`src/rtl/pkt_dispatch_pkg.sv`:
```
package pkt_dispatch_pkg;

    localparam logic [7:0] PT_BUS      = 8'd0;
    localparam logic [7:0] PT_CMD      = 8'd1;
    localparam logic [7:0] PT_ERR      = 8'd2;
    localparam logic [7:0] ERR_UNKNOWN = 8'd2;
    localparam logic [7:0] ERR_BADPARM = 8'd5;

    typedef enum logic [1:0] {
        VERD_OK      = 2'd0,
        VERD_UNKNOWN = 2'd1,
        VERD_BADPARM = 2'd2
    } verdict_e;

    typedef struct packed {
        logic autopoll;
        logic rate;
        logic mask;
        logic pwrdn;
        logic sysrst;
        logic settime;
        logic gettime;
    } action_t;

    function automatic logic [7:0] err_code(input verdict_e v);
        return (v == VERD_UNKNOWN) ? ERR_UNKNOWN : ERR_BADPARM;
    endfunction

endpackage

```
`src/rtl/pd_cmd_check.sv`:
```
module pd_cmd_check
    import pkt_dispatch_pkg::*;
#(
    parameter logic [7:0] CODE_AUTOPOLL = 8'h01,
    parameter logic [7:0] CODE_RATE     = 8'h14,
    parameter logic [7:0] CODE_MASK     = 8'h19,
    parameter logic [7:0] CODE_PWRDN    = 8'h0A,
    parameter logic [7:0] CODE_SYSRST   = 8'h11,
    parameter logic [7:0] CODE_FSFLAG   = 8'h13,
    parameter logic [7:0] CODE_PWRMSG   = 8'h21,
    parameter logic [7:0] CODE_GETTIME  = 8'h03,
    parameter logic [7:0] CODE_SETTIME  = 8'h09
) (
    input  logic [7:0] cmd_code,
    input  logic [7:0] n_param,
    input  logic [7:0] first_param,
    output verdict_e   verdict,
    output action_t    act
);

    always_comb begin
        act     = '0;
        verdict = VERD_OK;
        case (cmd_code)
            CODE_AUTOPOLL: if (n_param == 8'd1) act.autopoll = 1'b1;
                           else verdict = VERD_BADPARM;
            CODE_RATE:     if (n_param == 8'd1 && first_param != 8'd0) act.rate = 1'b1;
                           else verdict = VERD_BADPARM;
            CODE_MASK:     if (n_param == 8'd2) act.mask = 1'b1;
                           else verdict = VERD_BADPARM;
            CODE_PWRDN:    if (n_param == 8'd0) act.pwrdn = 1'b1;
                           else verdict = VERD_BADPARM;
            CODE_SYSRST:   if (n_param == 8'd0) act.sysrst = 1'b1;
                           else verdict = VERD_BADPARM;
            CODE_FSFLAG,
            CODE_PWRMSG:   if (n_param != 8'd1) verdict = VERD_BADPARM;
            CODE_GETTIME:  if (n_param == 8'd0) act.gettime = 1'b1;
                           else verdict = VERD_BADPARM;
            CODE_SETTIME:  if (n_param == 8'd4) act.settime = 1'b1;
                           else verdict = VERD_BADPARM;
            default:       verdict = VERD_UNKNOWN;
        endcase
    end

endmodule

```
`src/rtl/pd_rtc.sv`:
```
module pd_rtc #(
    parameter int CW = 32
) (
    input  logic          clk,
    input  logic          rst,
    input  logic          tick,
    input  logic          load,
    input  logic [CW-1:0] load_val,
    output logic [CW-1:0] count
);

    always_ff @(posedge clk) begin
        if (rst)       count <= '0;
        else if (load) count <= load_val;
        else if (tick) count <= count + CW'(1);
    end


    tick_inc_chk: assert property (@(posedge clk) disable iff (rst)
        (!$past(rst) && $past(tick) && !$past(load)) |-> (count == $past(count) + CW'(1)));


    load_wins_chk: assert property (@(posedge clk) disable iff (rst)
        (!$past(rst) && $past(load)) |-> (count == $past(load_val)));

endmodule

```
`src/rtl/pd_cfg_regs.sv`:
```
module pd_cfg_regs #(
    parameter logic [7:0] DEFAULT_RATE = 8'd20
) (
    input  logic        clk,
    input  logic        rst,
    input  logic        do_autopoll,
    input  logic        do_rate,
    input  logic        do_mask,
    input  logic        do_pwrdn,
    input  logic        do_sysrst,
    input  logic [7:0]  p0,
    input  logic [7:0]  p1,
    output logic [15:0] poll_mask,
    output logic        autopoll_en,
    output logic [7:0]  poll_rate,
    output logic        pwr_down_req,
    output logic        sys_reset_req
);

    always_ff @(posedge clk) begin
        if (rst) begin
            poll_mask     <= 16'hFFFF;
            autopoll_en   <= 1'b0;
            poll_rate     <= DEFAULT_RATE;
            pwr_down_req  <= 1'b0;
            sys_reset_req <= 1'b0;
        end else begin
            if (do_mask)     poll_mask   <= {p0, p1};
            if (do_autopoll) autopoll_en <= (p0 != 8'd0);
            if (do_rate)     poll_rate   <= p0;
            pwr_down_req  <= do_pwrdn;
            sys_reset_req <= do_sysrst;
        end
    end


    rate_nonzero_chk: assert property (@(posedge clk) disable iff (rst)
        poll_rate != 8'd0);


    one_request_chk: assert property (@(posedge clk) disable iff (rst)
        !(pwr_down_req && sys_reset_req));

endmodule

```
`src/rtl/pkt_dispatch.sv`:
```
module pkt_dispatch
    import pkt_dispatch_pkg::*;
#(
    parameter int         MAX_PKT       = 8,
    parameter int         MAX_RSP       = 8,
    parameter logic [7:0] DEFAULT_RATE  = 8'd20,
    parameter logic [7:0] CODE_AUTOPOLL = 8'h01,
    parameter logic [7:0] CODE_RATE     = 8'h14,
    parameter logic [7:0] CODE_MASK     = 8'h19,
    parameter logic [7:0] CODE_PWRDN    = 8'h0A,
    parameter logic [7:0] CODE_SYSRST   = 8'h11,
    parameter logic [7:0] CODE_FSFLAG   = 8'h13,
    parameter logic [7:0] CODE_PWRMSG   = 8'h21,
    parameter logic [7:0] CODE_GETTIME  = 8'h03,
    parameter logic [7:0] CODE_SETTIME  = 8'h09,
    localparam int        LW            = $clog2(MAX_PKT + 1),
    localparam int        RLW           = $clog2(MAX_RSP + 1),
    localparam int        PBW           = MAX_RSP - 2
) (
    input  logic                   clk,
    input  logic                   rst,
    input  logic                   pkt_valid,
    input  logic [LW-1:0]          pkt_len,
    input  logic [MAX_PKT*8-1:0]   pkt_data,
    input  logic                   sec_tick,
    output logic                   rsp_valid,
    output logic [RLW-1:0]         rsp_len,
    output logic [MAX_RSP*8-1:0]   rsp_data,
    output logic                   pb_req,
    output logic [LW-1:0]          pb_req_len,
    output logic [(MAX_PKT-1)*8-1:0] pb_req_data,
    input  logic                   pb_done,
    input  logic [7:0]             pb_status,
    input  logic [RLW-1:0]         pb_rsp_len,
    input  logic [PBW*8-1:0]       pb_rsp_data,
    output logic [15:0]            poll_mask,
    output logic                   autopoll_en,
    output logic [7:0]             poll_rate,
    output logic                   pwr_down_req,
    output logic                   sys_reset_req
);

    logic [7:0] pkt_type, cmd_code, p0, p1, p2, p3, n_param, first_b;
    assign pkt_type = pkt_data[7:0];
    assign cmd_code = pkt_data[15:8];
    assign p0       = pkt_data[23:16];
    assign p1       = pkt_data[31:24];
    assign p2       = pkt_data[39:32];
    assign p3       = pkt_data[47:40];
    assign n_param  = 8'(pkt_len - LW'(2));

    logic wait_pb, accept, is_bus, is_cmd, bus_fire;
    assign accept   = pkt_valid && !wait_pb;
    assign is_bus   = accept && (pkt_len >= LW'(1)) && (pkt_type == PT_BUS);
    assign is_cmd   = accept && (pkt_len >= LW'(2)) && (pkt_type == PT_CMD);
    assign bus_fire = wait_pb && pb_done;

    verdict_e verdict;
    action_t  act, act_g;

    pd_cmd_check #(
        .CODE_AUTOPOLL(CODE_AUTOPOLL), .CODE_RATE(CODE_RATE), .CODE_MASK(CODE_MASK),
        .CODE_PWRDN(CODE_PWRDN), .CODE_SYSRST(CODE_SYSRST), .CODE_FSFLAG(CODE_FSFLAG),
        .CODE_PWRMSG(CODE_PWRMSG), .CODE_GETTIME(CODE_GETTIME), .CODE_SETTIME(CODE_SETTIME)
    ) u_check (
        .cmd_code(cmd_code), .n_param(n_param), .first_param(p0),
        .verdict(verdict), .act(act)
    );

    assign act_g = (is_cmd && verdict == VERD_OK) ? act : '0;

    logic [31:0] seconds;

    pd_rtc #(.CW(32)) u_rtc (
        .clk(clk), .rst(rst), .tick(sec_tick), .load(act_g.settime),
        .load_val({p0, p1, p2, p3}), .count(seconds)
    );

    pd_cfg_regs #(.DEFAULT_RATE(DEFAULT_RATE)) u_cfg (
        .clk(clk), .rst(rst),
        .do_autopoll(act_g.autopoll), .do_rate(act_g.rate), .do_mask(act_g.mask),
        .do_pwrdn(act_g.pwrdn), .do_sysrst(act_g.sysrst),
        .p0(p0), .p1(p1),
        .poll_mask(poll_mask), .autopoll_en(autopoll_en), .poll_rate(poll_rate),
        .pwr_down_req(pwr_down_req), .sys_reset_req(sys_reset_req)
    );

    // Command reply image
    logic [MAX_RSP*8-1:0] cmd_rsp;
    logic [RLW-1:0]       cmd_len;
    always_comb begin
        cmd_rsp = '0;
        if (verdict == VERD_OK) begin
            cmd_rsp[23:0] = {cmd_code, 8'h00, PT_CMD};
            cmd_len       = RLW'(3);
            if (act.gettime) begin
                cmd_rsp[55:24] = {seconds[7:0], seconds[15:8], seconds[23:16], seconds[31:24]};
                cmd_len        = RLW'(7);
            end
        end else begin
            cmd_rsp[31:0] = {cmd_code, PT_CMD, err_code(verdict), PT_ERR};
            cmd_len       = RLW'(4);
        end
    end

    // Peripheral-bus reply image
    logic [MAX_RSP*8-1:0] bus_rsp;
    logic [RLW-1:0]       bus_len, pb_n;
    assign pb_n = (pb_rsp_len > RLW'(PBW)) ? RLW'(PBW) : pb_rsp_len;
    always_comb begin
        if (pb_status == 8'd0) begin
            bus_rsp = {pb_rsp_data, 8'h00, PT_BUS};
            bus_len = pb_n + RLW'(2);
        end else begin
            bus_rsp        = '0;
            bus_rsp[23:0]  = {first_b, pb_status, PT_BUS};
            bus_len        = RLW'(3);
        end
    end

    always_ff @(posedge clk) begin
        if (rst) begin
            rsp_valid   <= 1'b0;
            rsp_len     <= '0;
            rsp_data    <= '0;
            pb_req      <= 1'b0;
            pb_req_len  <= '0;
            pb_req_data <= '0;
            first_b     <= 8'd0;
            wait_pb     <= 1'b0;
        end else begin
            rsp_valid <= is_cmd || bus_fire;
            pb_req    <= is_bus;
            if (is_cmd) begin
                rsp_data <= cmd_rsp;
                rsp_len  <= cmd_len;
            end else if (bus_fire) begin
                rsp_data <= bus_rsp;
                rsp_len  <= bus_len;
            end
            if (is_bus) begin
                pb_req_data <= pkt_data[MAX_PKT*8-1:8];
                pb_req_len  <= pkt_len - LW'(1);
                first_b     <= pkt_data[15:8];
                wait_pb     <= 1'b1;
            end else if (bus_fire) begin
                wait_pb     <= 1'b0;
            end
        end
    end


    err_len_chk: assert property (@(posedge clk) disable iff (rst)
        (rsp_valid && rsp_data[7:0] == PT_ERR) |-> (rsp_len == RLW'(4)));


    pb_excl_chk: assert property (@(posedge clk) disable iff (rst)
        pb_req |-> !rsp_valid);


    pulse_reply_chk: assert property (@(posedge clk) disable iff (rst)
        (pwr_down_req || sys_reset_req) |-> (rsp_valid && rsp_data[7:0] == PT_CMD && rsp_len == RLW'(3)));


    reply_cause_chk: assert property (@(posedge clk) disable iff (rst)
        rsp_valid |-> $past(pkt_valid || pb_done));

endmodule

```
`config.mk`:
```
export PLATFORM = sky130hd
export DESIGN_NAME = pkt_dispatch
export DESIGN_NICKNAME = d
export VERILOG_FILES = /design/src/rtl/pkt_dispatch_pkg.sv /design/src/rtl/pd_cmd_check.sv /design/src/rtl/pd_rtc.sv /design/src/rtl/pd_cfg_regs.sv /design/src/rtl/pkt_dispatch.sv
export SDC_FILE = /design/constraint.sdc
export NUM_CORES = 1
export LEC_CHECK = 0
export BUFFER_PORTS_ARGS = -buffer_cell sky130_fd_sc_hd__buf_2
export CORE_ASPECT_RATIO = 0.5
export CORE_UTILIZATION = 54
export DETAILED_ROUTE_END_ITERATION = 10
export GPL_TIMING_DRIVEN = 0
export HOLD_SLACK_MARGIN = 0.08
export PLACE_DENSITY = 0.86
export SLEW_MARGIN = 10
export SYNTH_ARGS = -nofsm -noshare
export SYNTH_HDL_FRONTEND = slang
export SYNTH_SLANG_ARGS = --single-unit
```
`constraint.sdc`:
```
create_clock -name clk -period 5.9 [get_ports clk]
set_input_delay 0.295 -clock clk [delete_from_list [all_inputs] [get_ports clk]]
set_output_delay 0.295 -clock clk [all_outputs]
set_load 0.01 [all_outputs]
```
### Yosys cells after proc, flatten, opt, wreduce, memory -nomap -nowiden

Cells that the tools add are included.

| storage, ports and cells | value |
|---|---|
| output and inout port bits | 157 |
| bits in registers | 198 |
| input bits | 133 |
| logic and storage cells | 100 |

| operators by class | value |
|---|---|
| $add $sub $neg | 4 |
| bitwise gates (word level) | 3 |
| multiplexer cells | 37 |
| order comparisons | 3 |
| reduce and logical (&&, ||, !) cells | 23 |
| equality and inequality tests | 15 |

Operators by type and width:

| cell | count |
|---|---|
| 2-to-1 mux 32 bit | 4 |
| 2-to-1 mux 56 bit | 2 |
| 2-to-1 mux 64 bit | 1 |
| adder 32 x 1 -> 32 bit, second input constant | 1 |
| equality test 8 x 5 -> 1 bit, second input constant | 4 |
| equality test 8 x 1 -> 1 bit, second input constant | 3 |
| logical NOT 8 bit | 3 |
| 2-to-1 mux 24 bit | 1 |
| 2-to-1 mux 4 bit | 5 |
| equality test 8 x 2 -> 1 bit, second input constant | 2 |
| equality test 8 x 4 -> 1 bit, second input constant | 2 |
| 2-to-1 mux 1 bit | 14 |
| 2-to-1 mux 2 bit | 6 |
| one-hot mux 2 bit (6 select lines) | 1 |
| OR reduction 3 bit | 3 |
| equality test 8 x 3 -> 1 bit, second input constant | 1 |
| equality test 8 x 6 -> 1 bit, second input constant | 1 |
| logical AND 1 bit | 8 |
| inequality test 8 x 1 -> 1 bit, second input constant | 1 |
| nonzero test 8 bit | 1 |
| 2-to-1 mux 7 bit | 1 |
| 2-to-1 mux 3 bit | 2 |
| nonzero test 2 bit | 3 |
| subtractor 4 x 2 -> 5 bit, second input constant | 1 |
| other kinds (11) | 14 |

### Longest topological paths before layout

| logic depth | value |
|---|---|
| depth after elaboration | 9 |
| mapped depth | 10 |

### By module

A second synthesis with hierarchy kept.

| unflattened totals | value |
|---|---|
| cells, all modules | 1099 |
| area, all modules | 9132.5 µm² |

By module, submodules not included:

| module | seq. area each (µm²) | times used | area an instance (µm²) | cells an instance |
|---|---|---|---|---|
| pkt_dispatch | 2502.4 | 1 | 5913.2 | 716 |
| pd_rtc | 640.6 | 1 | 1924.3 | 241 |
| pd_cfg_regs | 540.5 | 1 | 980.9 | 88 |
| pd_cmd_check | 0.0 | 1 | 314.1 | 54 |

### Least setup slack after synthesis

OpenSTA, ideal clock, no wires.

| timing path | value |
|---|---|
| path type | input -> register |
| start | in pkt_len[1] |
| end | reg rsp_data[29] |
| arrival time | 2.196 ns |
| stages on the path | 9 |
| slack | 3.588 ns |
| buffers on the path | 1 |
| path through | inv_1 > ha_1 > ha_1 > and3_1 > a211o_1 > o22ai_1 > or4_4 > buf_6 > a41o_1 |

| on the way | value |
|---|---|
| cells in the longest elaborated chain, start to end | 8 |
| elaborated cells between the ends (all ways) | 24 |

RTL lines:

| item | RTL line | text |
|---|---|---|
| start: declaration | pkt_dispatch.sv:23 | `input logic [LW-1:0] pkt_len,` |
| subtractor 4 x 2 -> 5 bit | pkt_dispatch.sv:50 | `assign n_param = 8'(pkt_len - LW'(2));` |
| equality test 8 x 1 -> 1 bit | pd_cmd_check.sv:25, pd_cmd_check.sv:27 |  |
| logical AND 1 bit | pd_cmd_check.sv:27 | `CODE_RATE: if (n_param == 8'd1 && first_param != 8'd0) act.rate = 1'b1;` |
| 2-to-1 mux 2 bit | pd_cmd_check.sv:27 |  |
| one-hot mux 2 bit (6 select lines) | pd_cmd_check.sv:24 | `case (cmd_code)` |
| logical NOT 2 bit | pkt_dispatch.sv:93 | `if (verdict == VERD_OK) begin` |
| 2-to-1 mux 32 bit | pkt_dispatch.sv:93 |  |
| 2-to-1 mux 56 bit | pkt_dispatch.sv:134 | `if (is_cmd) begin` |
| end signal: assignment | pkt_dispatch.sv:135 | `rsp_data <= cmd_rsp;` |
| end signal: assignment | pkt_dispatch.sv:138 | `rsp_data <= bus_rsp;` |
| end: declaration | pkt_dispatch.sv:28 | `output logic [MAX_RSP*8-1:0] rsp_data,` |

Several ways; a longest one is shown, not always the timed one.
A chain may end at the register's enable or synchronous reset.

### Final worst setup path

| timing path | value |
|---|---|
| start | in pkt_data[13] |
| end | reg rsp_data[36] |

| on the way | value |
|---|---|
| cells in the longest elaborated chain, start to end | 6 |
| elaborated cells between the ends (all ways) | 17 |

RTL lines:

| item | RTL line | text |
|---|---|---|
| start: declaration | pkt_dispatch.sv:24 | `input logic [MAX_PKT*8-1:0] pkt_data,` |
| equality test 8 x 4 -> 1 bit, or another cell as far along | pd_cmd_check.sv:24 |  |
| OR reduction 3 bit (no source line) / OR reduction 2 bit (equally long branches) | - |  |
| one-hot mux 2 bit (6 select lines) | pd_cmd_check.sv:24 |  |
| logical NOT 2 bit | pkt_dispatch.sv:93 |  |
| 2-to-1 mux 24 bit * | pkt_dispatch.sv:93 |  |
| 2-to-1 mux 56 bit * | pkt_dispatch.sv:134 |  |

Mark *: on every way between the ends. The rest lies on a longest branch, timed or not.

==> metrics.md <==
| Metric | Value |
|---|---|
| Run status | `finished clean` |
| Pre-CTS WS | `2.81 ns` |
| Synth Area in Compound Gates | `21.1%` |
| Summed negative setup slack over all endpoints | `0 ns` |
| Hold path cells | `3` |
| Total net switching power | `0.000672 W` |
| Area enclosed by the die boundary | `15800 sq um` |
| Largest net degree at the start of global routing | `20` |
| Combinational family with the most area after synthesis | `compound AO/OA/AOI/OAI gates` |
| Number of gates resized after cts | `0` |
| Longest Clk Path Bufs | `2` |
| Area of the core region | `14700 sq um` |
| Count of unique library cells instantiated by Yosys | `68` |
| Post-CTS setup buffers | `0` |
| Critical path's slowest cell | `sky130_fd_sc_hd__nor3_1` |
| Mapped Cells | `985` |
| Asr flop ratio synth | `0%` |
| Fraction of the mapped netlist area in adder cells | `1.52%` |
| Antenna-violating nets left | `0` |
| Fin. max-slew vios | `0` |
| Via count | `8947` |
| Internal power summed over all cells | `0.00192 W` |
| Final wirelength | `28800 um` |
| Kind of cell adding the most delay to the critical path | `simple AND/OR/NAND/NOR gates` |
| # Max-Cap Violations | `0` |
| Category of the critical setup timing path | `primary input to register` |
| Worst Path Buf+Inv | `2` |
| Power share of the clock group | `45.9%` |
| Actual transition at the worst max-transition pin | `0.960 ns` |
| Total leakage power | `4.43 nW` |
| Number of synthesized flops with an enable pin | `0` |
| Worst R2R Setup Slack | `3.15 ns` |
| Hold Vio Cnt, Final | `0` |
| Crit end category | `register` |
| Sequential fraction of design power | `48.0%` |
| Simple-Gate Fraction of Synth Area | `20.5%` |
| # IOs | `290` |
| Setup slack of the critical path after layout | `3.11 ns` |
| Antenna violations before repair | `0` |
| Peak VDD IR | `231 uV` |
| Worst flop-to-flop path endpoint | `u_rtc.count[10]` |
| Post-synthesis sequential area ratio | `44.8%` |
| Number of design-rule violations left by the first detailed-router iteration | `925` |
| Data required time at the worst endpoint | `6.26 ns` |
| Highest Clock Rate | `0.359 GHz` |
| Global placement routability congestion | `0.935` |
| Number of clock sinks | `184` |
| Clock buffers created by TritonCTS | `17` |
| Number of levels the H-tree was split into | `4` |
| Cell area after technology mapping | `8220 sq um` |
| Root cell of the clock tree | `sky130_fd_sc_hd__clkbuf_16` |
| Worst setup SP type | `primary input` |
| RSZ-0062 raised after global routing | `no` |
| Flop and latch count out of synthesis | `184` |
| Multiplexer area fraction after synthesis | `3.41%` |
| Leading register cell type out of synthesis | `sky130_fd_sc_hd__dfxtp_1` |
| Post-synth top area cell | `sky130_fd_sc_hd__dfxtp_1` |
| Starting utilization of the core area | `56.1%` |
| Synthesized-area fraction occupied by xor and xnor cells | `3.52%` |
| Total routing resource utilization after global routing | `35.6%` |
| Count of unresolved DRC violations after routing | `0` |
| Hold Path Sink | `pb_req_data[47]` |
| Share of the clock period used by the worst path | `47.2%` |
| Post-DP HPWL | `21700 um` |
| Clock transition at the registers of the reported paths | `0.08 ns` |
| Nets | `1430` |
| Diode count | `0` |
| Number of global-route vias before repair | `8201` |
| Hold-fix buffers at CTS | `0` |
| Area overhead of the layout relative to synthesis | `27.7%` |
| YS warnings | `0` |
| Proportion of layout cells with a drive suffix above 1 | `26.5%` |
| Share of Yosys cell area claimed by the top area cell type | `44.8%` |
| Drt via density | `5.97` |
| Chain of cells forming the critical path | `clkbuf_1 > nor4_1 > nand4_1 > nor3_1 > buf_2 > a221oi_1 > nor2_1` |
| Sum of overflow across all layers after global routing | `0` |
| Avg Cell Area, Syn | `8.35 sq um` |
| Worst min-delay path startpoint | `pkt_data[55]` |
| Average wire length per cell after detail routing | `19.2 um` |
| CTS tree | `done` |
| Total cell area at the placement stage | `9880 sq um` |
| Switching share of power | `25.9%` |
| Worst clock skew | `0.0107 ns` |
| Fin area | `10500 sq um` |
| Min-Delay Path Class | `primary input to register` |
| Die extent in x | `177 um` |
| Clock insertion delay at the later pin of the skew report | `0.44 ns` |
| Global-route wire length before repair | `43200 um` |
| Footprint of the multi-input gates | `4130 sq um` |
| Power per cell area | `247 nW/um^2` |
| Floorplan die height | `89.3 um` |
| Crit path max fanout | `10` |
| Number of setup violations in the final report | `0` |
| Worst r2r src | `wait_pb` |
| Combinational group share of total power | `6.0%` |
| Detailed Routing Iterations Pass 1 | `5` |
| R2r worst-path depth | `7` |
| Critical path arrival | `3.15 ns` |
| Sequential standard cell area | `3680 sq um` |
| Slew headroom | `35.7%` |
| Time the final worst path needs with I/O delays and setup | `2.79 ns` |
| Stage delay of the slowest cell on the critical path | `0.71 ns` |
| Count of input and output buffers | `278` |
| # rows | `31` |
| Synth area leaders | `sky130_fd_sc_hd__dfxtp_1 (45%), sky130_fd_sc_hd__nand2_1 (8.0%), sky130_fd_sc_hd__a21oi_1 (6.0%), sky130_fd_sc_hd__mux2i_1 (3.4%), sky130_fd_sc_hd__nor2_1 (3.3%)` |
| Fill cell total of the finished layout | `1195` |
how the worst max path moves through the flow:
stage / from / to / slack (ns) / cells after the start
floorplan: pkt_len[1] / rsp_data[29] / 3.59 / 9
global placement: pkt_data[13] / rsp_data[35] / 2.86 / 7
detailed placement: pkt_len[1] / pb_req_data[46] / 2.81 / 10
CTS: pkt_len[1] / rsp_data[36] / 3.20 / 10
global route: pkt_data[13] / rsp_data[36] / 2.91 / 7
finish: pkt_data[13] / rsp_data[36] / 3.11 / 7
metrics by stage:
step	util [%]	hold slack, ns	total power (W)	instances
final	71.6	0.0950	0.00260	1498
after CTS	71.6	0.0957	0.00259	1498
after global routing	71.6	0.101	0.00265	1498
after global placement	67.4	0.439	0.00143	1466
after floorplan	-	0.391	0.00134	990
after detailed placement	67.4	0.446	0.00143	1466
flip-flops by register name (all words and copies together), names as in the netlist, 4 cells and up:
register	cells
u_rtc.count	32
rsp_len	4
pb_req_len	4
rsp_data	58
pb_req_data	56
u_cfg.poll_rate	8
u_cfg.poll_mask	16
worst register-to-register path: stages (launching register included):
cell	delay [ns]
sky130_fd_sc_hd__dfxtp_1	0.34
sky130_fd_sc_hd__nor3b_1	0.25
sky130_fd_sc_hd__nand3_1	0.37
sky130_fd_sc_hd__or4_1	0.72
sky130_fd_sc_hd__clkbuf_1	0.30
sky130_fd_sc_hd__clkbuf_1	0.34
sky130_fd_sc_hd__o21ai_1	0.22
sky130_fd_sc_hd__a21oi_1	0.08
metal layers:
metal | global-route usage (%) | vias up | routed length, um
met1 | 46.8 | 4250 | 12000
met2 | 58.6 | 514 | 13200
met3 | 7.19 | 69 | 2810
met5 | 0 | - | 0
met4 | 13.9 | 0 | 737
li1 | - | 4114 | -
kinds of logic (layout without fill, tap and decap cells):
kind of cell,count (synthesis),after routing
simple gates,361,361
mux,28,28
compound gates,268,268
fa+ha+maj,10,10
other cells,1,6
buf+inv,100,410
flops,184,184
xor+xnor,33,33
cells in the mapped netlist, drive strengths merged, types with 16 or more instances:
master  instances
nand2         176
a21oi          98
mux2i          28
clkbuf         66
buf            17
xnor2          16
dfxtp         184
nor2           72
inv            17
nor4           21
xor2           17
nand3          23
o21ai          56
a211oi         26
a221oi         25
power by group through the flow:
stage	Clock (W)	Combinational [W]	Sequential [W]
floorplan	0	0.0000661	0.00128
CTS	0.00119	0.000153	0.00125
finish	0.00119	0.000157	0.00125
global route	0.00124	0.000168	0.00125
detailed placement	0	0.000152	0.00128
global placement	0	0.000149	0.00128
cell usage in the layout (no fill, tap or decap), drive strengths merged, types with 4 or more instances in the layout:
| cell type | netlist | layout |
|---|---|---|
| mux2i | 28 | 28 |
| and3 | 9 | 9 |
| a41o | 5 | 5 |
| or2 | 9 | 9 |
| a221oi | 25 | 25 |
| o2111ai | 4 | 4 |
| a41oi | 4 | 4 |
| dfxtp | 184 | 184 |
| clkbuf | 66 | 84 |
| nor4 | 21 | 21 |
| and4 | 6 | 6 |
| nand3 | 23 | 23 |
| ha | 10 | 10 |
| conb | 1 | 6 |
| nor2 | 72 | 72 |
| or4 | 5 | 5 |
| clkinv | 0 | 6 |
| nor3 | 9 | 9 |
| xnor2 | 16 | 16 |
| inv | 17 | 23 |
| nand2 | 176 | 176 |
| o211a | 4 | 4 |
| buf | 17 | 295 |
| a211oi | 26 | 26 |
| a32oi | 4 | 4 |
| a22oi | 9 | 9 |
| o221ai | 4 | 4 |
| xor2 | 17 | 17 |
| nand4 | 10 | 10 |
| a2111oi | 5 | 5 |
| o21ai | 56 | 56 |
| a21oi | 98 | 98 |
layout make-up:
class | instances | share of cell area [%]
plain buffers | 83 | 3.44
clock buffers | 18 | 4.18
multi-input cells | 706 | 39.4
inverters | 17 | 0.608
well taps | 198 | 2.36
flip-flops and latches | 184 | 35.1
clock inverters | 14 | 1.69
repair buffers | 278 | 13.3
(Power assumes the default switching activity.)
